$ cat src/rtl/be_align_pkg.sv
package be_align_pkg;
   typedef enum logic [1:0] {
      XF_SBYTE = 2'b00,
      XF_UHALF = 2'b01,
      XF_SHALF = 2'b10,
      XF_WORD  = 2'b11
   } xfer_e;
endpackage

$ cat src/rtl/be_lane_pick.sv
// Splits a bus word into byte and halfword lanes and selects the addressed ones.
module be_lane_pick #(
   parameter int BUS_W   = 32,
   parameter int LANE_W  = 8,
   parameter bit BIG_END = 1'b1,
   parameter int AW      = $clog2(BUS_W / LANE_W)
) (
   input  logic [BUS_W-1:0]    word,
   input  logic [AW-1:0]       offs,
   output logic [LANE_W-1:0]   byte_q,
   output logic [2*LANE_W-1:0] half_q
);
   localparam int LANES  = BUS_W / LANE_W;
   localparam int HALVES = LANES / 2;
   localparam int HW     = 2 * LANE_W;

   logic [LANE_W-1:0] lane  [LANES];
   logic [HW-1:0]     hlane [HALVES];

   for (genvar i = 0; i < LANES; i++) begin : g_lane
      if (BIG_END) begin : g_be
         assign lane[i] = word[BUS_W-1-i*LANE_W -: LANE_W];
      end else begin : g_le
         assign lane[i] = word[i*LANE_W +: LANE_W];
      end
   end

   for (genvar j = 0; j < HALVES; j++) begin : g_half
      if (BIG_END) begin : g_be
         assign hlane[j] = word[BUS_W-1-j*HW -: HW];
      end else begin : g_le
         assign hlane[j] = word[j*HW +: HW];
      end
   end

   assign byte_q = lane[offs];
   assign half_q = hlane[offs[AW-1:1]];
endmodule

$ cat src/rtl/be_fill_extend.sv
// Right-justifies the selected lane and fills the upper bits.
module be_fill_extend
   import be_align_pkg::*;
#(
   parameter int BUS_W  = 32,
   parameter int LANE_W = 8
) (
   input  xfer_e               kind,
   input  logic [LANE_W-1:0]   byte_in,
   input  logic [2*LANE_W-1:0] half_in,
   input  logic [BUS_W-1:0]    word_in,
   output logic [BUS_W-1:0]    res
);
   localparam int HW = 2 * LANE_W;

   always_comb begin
      unique case (kind)
         XF_SBYTE: res = {{(BUS_W-LANE_W){byte_in[LANE_W-1]}}, byte_in};
         XF_UHALF: res = {{(BUS_W-HW){1'b0}}, half_in};
         XF_SHALF: res = {{(BUS_W-HW){half_in[HW-1]}}, half_in};
         default:  res = word_in;
      endcase
   end
endmodule

$ cat src/rtl/be_store_repl.sv
// Replicates a halfword across the bus and drives the byte enables.
module be_store_repl #(
   parameter int BUS_W   = 32,
   parameter int LANE_W  = 8,
   parameter bit BIG_END = 1'b1,
   parameter int AW      = $clog2(BUS_W / LANE_W)
) (
   input  logic [2*LANE_W-1:0]       src_half,
   input  logic [AW-1:0]             offs,
   output logic [BUS_W-1:0]          wdata,
   output logic [BUS_W/LANE_W-1:0]   ben
);
   localparam int LANES  = BUS_W / LANE_W;
   localparam int HALVES = LANES / 2;
   localparam int HW     = 2 * LANE_W;

   for (genvar h = 0; h < HALVES; h++) begin : g_rep
      assign wdata[h*HW +: HW] = src_half;
   end

   always_comb begin
      ben = '0;
      for (int h = 0; h < HALVES; h++) begin
         if (int'(offs[AW-1:1]) == h) begin
            if (BIG_END) begin
               ben[LANES-1-2*h] = 1'b1;
               ben[LANES-2-2*h] = 1'b1;
            end else begin
               ben[2*h]   = 1'b1;
               ben[2*h+1] = 1'b1;
            end
         end
      end
   end
endmodule

$ cat src/rtl/be_lane_aligner.sv
module be_lane_aligner
   import be_align_pkg::*;
#(
   parameter int BUS_W   = 32,
   parameter int LANE_W  = 8,
   parameter bit BIG_END = 1'b1
) (
   input  logic                      clk,
   input  logic                      rst,
   input  logic                      ld_valid,
   input  logic [1:0]                ld_type,
   input  logic [$clog2(BUS_W/LANE_W)-1:0] ld_addr_lo,
   input  logic [BUS_W-1:0]          bus_rdata,
   output logic [BUS_W-1:0]          ld_result,
   output logic                      ld_misalign,
   input  logic [2*LANE_W-1:0]       st_half,
   input  logic [$clog2(BUS_W/LANE_W)-1:0] st_addr_lo,
   output logic [BUS_W-1:0]          st_wdata,
   output logic [BUS_W/LANE_W-1:0]   st_byte_en,
   output logic                      st_misalign
);
   localparam int LANES = BUS_W / LANE_W;
   localparam int AW    = $clog2(LANES);

   if (LANE_W < 1) begin : g_bad_lane
      $error("LANE_W must be positive");
   end
   if (BUS_W % (2 * LANE_W) != 0) begin : g_bad_bus
      $error("BUS_W must hold a whole number of halfwords");
   end
   if ((1 << AW) != LANES || LANES < 2) begin : g_bad_pow
      $error("lane count must be a power of two, at least 2");
   end

   xfer_e               kind;
   logic [LANE_W-1:0]   byte_sel;
   logic [2*LANE_W-1:0] half_sel;
   logic [BUS_W-1:0]    res_d;
   logic                mis_d;
   logic [BUS_W-1:0]    res_q;
   logic                mis_q;

   assign kind = xfer_e'(ld_type);

   be_lane_pick #(.BUS_W(BUS_W), .LANE_W(LANE_W), .BIG_END(BIG_END), .AW(AW)) u_pick (
      .word   (bus_rdata),
      .offs   (ld_addr_lo),
      .byte_q (byte_sel),
      .half_q (half_sel)
   );

   be_fill_extend #(.BUS_W(BUS_W), .LANE_W(LANE_W)) u_fill (
      .kind    (kind),
      .byte_in (byte_sel),
      .half_in (half_sel),
      .word_in (bus_rdata),
      .res     (res_d)
   );

   assign mis_d = ((kind == XF_UHALF) || (kind == XF_SHALF)) && ld_addr_lo[0];

   always_ff @(posedge clk) begin
      if (rst) begin
         res_q <= '0;
         mis_q <= 1'b0;
      end else if (ld_valid) begin
         res_q <= res_d;
         mis_q <= mis_d;
      end
   end

   assign ld_result   = res_q;
   assign ld_misalign = mis_q;

   be_store_repl #(.BUS_W(BUS_W), .LANE_W(LANE_W), .BIG_END(BIG_END), .AW(AW)) u_store (
      .src_half (st_half),
      .offs     (st_addr_lo),
      .wdata    (st_wdata),
      .ben      (st_byte_en)
   );

   assign st_misalign = st_addr_lo[0];
endmodule

$ cat config.mk
export PLATFORM = sky130hd
export DESIGN_NAME = be_lane_aligner
export DESIGN_NICKNAME = d
export VERILOG_FILES = /design/src/rtl/be_align_pkg.sv /design/src/rtl/be_lane_pick.sv /design/src/rtl/be_fill_extend.sv /design/src/rtl/be_store_repl.sv /design/src/rtl/be_lane_aligner.sv
export SDC_FILE = /design/constraint.sdc
export NUM_CORES = 1
export LEC_CHECK = 0
export ABC_AREA = 1
export BUFFER_PORTS_ARGS = -buffer_cell sky130_fd_sc_hd__buf_2
export CAP_MARGIN = 25
export CELL_PAD_IN_SITES_DETAIL_PLACEMENT = 1
export CELL_PAD_IN_SITES_GLOBAL_PLACEMENT = 2
export CORE_ASPECT_RATIO = 1.4
export CORE_UTILIZATION = 21
export CTS_CLUSTER_DIAMETER = 80
export CTS_CLUSTER_SIZE = 12
export DETAILED_ROUTE_END_ITERATION = 7
export PLACE_DENSITY_LB_ADDON = 0.1
export REMOVE_ABC_BUFFERS = 1
export SLEW_MARGIN = 20
export SYNTH_ARGS = -nofsm -noshare
export SYNTH_HDL_FRONTEND = slang
export SYNTH_SLANG_ARGS = --single-unit
$ cat constraint.sdc
create_clock -name clk -period 1.5 [get_ports clk]
set_clock_uncertainty 0.05 [all_clocks]
set_input_delay 0.3 -clock clk [delete_from_list [all_inputs] [get_ports clk]]
set_output_delay 0.3 -clock clk [all_outputs]
set_load 0.1 [all_outputs]
## Word level (Yosys, flattened, before mapping)

Cells that the tools add are included.
Widths: inputs -> output; s select.

| word-level totals | value |
|---|---|
| register bits after elaboration | 33 |
| input bits | 57 |
| word-level logic and storage cells | 20 |

| cells by class | value |
|---|---|
| order comparisons | 2 |
| eq/ne operators | 2 |
| mux-type cells | 9 |
| bitwise gates (word level) | 2 |
| reductions and logical operators | 3 |

Operator list:

| kind | number |
|---|---|
| $pmux 32 s3 | 1 |
| $mux 16 | 3 |
| $bmux 8 s2 | 1 |
| $mux 8 | 2 |
| $mux 4 | 1 |
| $ge 3x3->1 const B | 1 |
| $not 2->3 | 1 |
| $eq 2x1->1 const B | 1 |
| $eq 2x2->1 const B | 1 |
| $ge 2x2->1 const B | 1 |
| $logic_not 2->1 | 1 |
| $mux 2 | 1 |
| $not 1->2 | 1 |
| $logic_and 1x1->1 | 1 |
| $logic_or 1x1->1 | 1 |

## Depth between registers and ports, before layout

| depth | value |
|---|---|
| depth in word-level cells | 5 |
| gate-level depth with buffers | 9 |

## Cells and area by module

Synthesis repeated with hierarchy kept, for this count alone.

| unflattened totals | value |
|---|---|
| cells, all modules | 397 |
| area, all modules | 2406.1 µm² |

By module, submodules not included:

| module | instances | cells each | area an instance (µm²) | seq. area each (µm²) |
|---|---|---|---|---|
| be_lane_aligner | 1 | 148 | 1147.4 | 660.6 |
| be_lane_pick | 1 | 110 | 509.2 | 0.0 |
| be_fill_extend | 1 | 103 | 483.0 | 0.0 |
| be_store_repl | 1 | 36 | 266.5 | 0.0 |

## Worst setup path before layout

No wires, ideal clock.

| path | value |
|---|---|
| kind | input-to-output |
| from | input st_addr_lo[1] |
| to | output st_byte_en[3] |
| data arrival time | 1.314 ns |
| required time | 1.150 ns |
| setup slack | -0.164 ns |
| stages | 2 |
| path buffers | 1 |
| cell sequence | inv_1 -> buf_4 |

| on the way | value |
|---|---|
| longest elaborated chain between the ends | 1 |

RTL lines:

| item | RTL line | RTL |
|---|---|---|
| start: declaration | be_lane_aligner.sv:17 | `input logic [$clog2(BUS_W/LANE_W)-1:0] st_addr_lo,` |
| $mux 4 | be_store_repl.sv:24 | `if (int'(offs[AW-1:1]) == h) begin` |
| end: declaration | be_lane_aligner.sv:19 | `output logic [BUS_W/LANE_W-1:0] st_byte_en,` |

No other way between the ends.

## Worst setup path in the final report

| path | value |
|---|---|
| from | register res_q[8], in the netlist ld_result[8] |
| to | output ld_result[8] |

RTL lines:

| item | RTL line | RTL |
|---|---|---|
| start: declaration | be_lane_aligner.sv:40 | `logic [BUS_W-1:0] res_q;` |
| start signal: assignment | be_lane_aligner.sv:67 | `res_q <= res_d;` |
| end: declaration | be_lane_aligner.sv:14 | `output logic [BUS_W-1:0] ld_result,` |

No word-level cell between the ends.

==> metrics.txt <==
Yosys top cell area share 31.0%; crit path max fanout 2; setup TNS 0 ns; synthesized area 2130 µm²; final cycle utilization of the critical path 94.9%; fin util 27.7%; Tmin final 1.42 ns; hpwl dp 5.85 mm; Routed Antenna Nets 0; Crit. End Element output port; crit path cell chain buf_2; CTS tree built; number of flops mapped to enable cells by yosys 0; die height 121 µm; Commonest cells post-synth nand2_1, a21oi_1, o21ai_0; post-synthesis cell type with the largest combined area dfxtp_1; initial core utilization 21.5%; Max Cap Viol 0; Skew-Pair Late Insertion Delay 0.28 ns; slowest stage delay, CP 0.44 ns; final hold slack 0.279 ns; CTS Root Buffer Type clkbuf_16; Post-Synthesis Cells 312; pwr/cell area 1190 nW/µm²; largest net degree at the start of global routing 36; Internal Power 2.02 mW; die width 87.2 µm; drt via density 4.32; Pre-Repair DR Iteration Count 4; antenna cell count 0; Switching Fraction 37.9%; share of layout cells above drive strength 1 35.6%; Distinct cells, synth 24; Worst Setup Start Kind flop; CTS max path bufs 2; Arrival @ worst endpoint 1.07 ns; DRC viols 0; count leader, synth nand2_1; Final setup viols 0; Max Fclk 702 MHz; Async S/R FF share, synth 0%; sequential share of the synthesized area 31.0%; status finished clean; Initial DRC Count 49; register clock-pin slew on the reported worst setup and hold paths 0.06 ns; num rows 43; final WL 7.87 mm; FF/Latch Area 661 µm²; clk sink count 33; Layout area overhead 28.6%; worst rel slew slack 67.1%; IO buf count 76; vias in the first global route 2236; DR vias 2139; postcts setup bufs 0; syn avg cell area 6.83 µm²; Slew Viols, Final 0; Leak 1.33 nW; pre-CTS setup slack -0.184 ns; top_reg_cell synth dfxtp_1; #FFs+latches synth 33; DR WL/cell 15.9 µm; Overflow after GRT 0; crit path kind flop to output port; Area contributors post-synth dfxtp_1, nand2_1, buf_4, a21oi_1, o21ai_0; cts repair resizes 0; initial antenna violation count 0; cts bufs inserted 5; switching power 1.23 mW; Top delay family on crit path buffers and inverters; gr usage total 15.5%; Die Area 10600 µm²; Synth warnings 0; Comb power frac 32.3%; Hold/Removal Path Class primary input to flop; Nets 420; endpoints failing hold 0; Worst Path Required 1.15 ns; Clock power frac 37.8%; Slowest-stage cell, CP buf_2; Core Box Area 9900 µm²; Final WS setup 0.0764 ns; Placer Congestion 0.754; Crit path buffers/inverters 1; Post-CTS Hold Buffers 0; Worst Tran Pin Value 0.497 ns; peak supply drop 0.000424 V; unrepaired setup endpoints after global routing no; H-tree level count 2; Reg power frac 29.8%; io pins 127; Multi-input gate area 1050 µm²; first-pass GRT wire length 12.2 mm; number of fill cells 1277
[cell usage in the layout (no fill, tap or decap)]
| master | count |
|---|---|
| a21boi_1 | 1 |
| a21oi_1 | 46 |
| a21oi_2 | 10 |
| buf_12 | 8 |
| buf_2 | 73 |
| buf_4 | 13 |
| bufinv_16 | 1 |
| clkbuf_1 | 1 |
| clkbuf_16 | 5 |
| clkbuf_8 | 1 |
| clkinv_1 | 1 |
| dfxtp_1 | 33 |
| ha_1 | 4 |
| inv_1 | 14 |
| inv_2 | 1 |
| inv_4 | 1 |
| nand2_1 | 78 |
| nand2_2 | 6 |
| nand2_4 | 1 |
| nand3_1 | 7 |
| nor2_1 | 1 |
| nor2_2 | 2 |
| o21ai_0 | 40 |
| o21ai_1 | 2 |
| o21ai_4 | 1 |
| or2_0 | 4 |
| or2_2 | 5 |
[worst paths after layout]
| path | slack (ns) | from | cells past startpoint | to |
|---|---|---|---|---|
| max | 0.08 | ld_result[8] | 1 | ld_result[8] |
| min reg2reg | 0.42 | ld_result[1] | 2 | ld_result[1] |
| max reg2reg | 0.79 | ld_result[23] | 2 | ld_result[23] |
| min | 0.28 | bus_rdata[21] | 3 | ld_result[21] |
[logic make-up after synthesis]
group / count (synthesis) / synth area share, %
AO/OA/AOI/OAI: 100 / 25.9
adder cells (fa/ha/maj): 4 / 2.35
buffers and inverters: 71 / 19.8
flip-flops: 33 / 31.0
AND/OR/NAND/NOR: 104 / 21.0
[metrics by stage]
stage	total power [mW]	instance area [µm²]	cells
final	3.26	2740	495
after global routing	3.41	2740	495
after CTS	3.32	2740	495
after detailed placement	2.06	2570	487
after global placement	2.05	2570	487
after floorplan	1.71	1780	258
[registers in the layout (all words and copies together), names as in the netlist]
name,flops
ld_result,32
ld_misalign,1
[power groups by stage]
stage               Combinational [mW]  Clock (mW)  Sequential (mW)
detailed placement                1.07           0            0.992
CTS                               1.07        1.28            0.973
finish                            1.05        1.23            0.972
global route                      1.12        1.30            0.981
global placement                  1.06           0            0.992
floorplan                        0.264           0             1.45
[final cells by class]
class                           instances  share of cell area (%)
Multi-Input combinational cell        208                    38.3
Sequential cell                        33                    24.1
Timing Repair Buffer                   94                    22.7
Tap cell                              135                    6.16
Clock buffer                            7                    5.20
Inverter                               17                    2.42
Clock inverter                          1                    1.09
[worst reg2reg max path, delay by kind of cell (launching register included)]
family	cells	cell delay, ns
flip-flops	1	0.38
AO/OA/AOI/OAI	2	0.22
[layer usage]
layer  up-vias  global-route usage, %  part of all wire (%)
met3         7                   5.65                   7.9
met4         0                   4.92                   1.3
met2        73                   24.1                    46
met1       987                   19.6                    45
li1       1072                      -                     -
met5         -                   1.60                     0
Note: power is estimated with default switching activity, not from simulation.
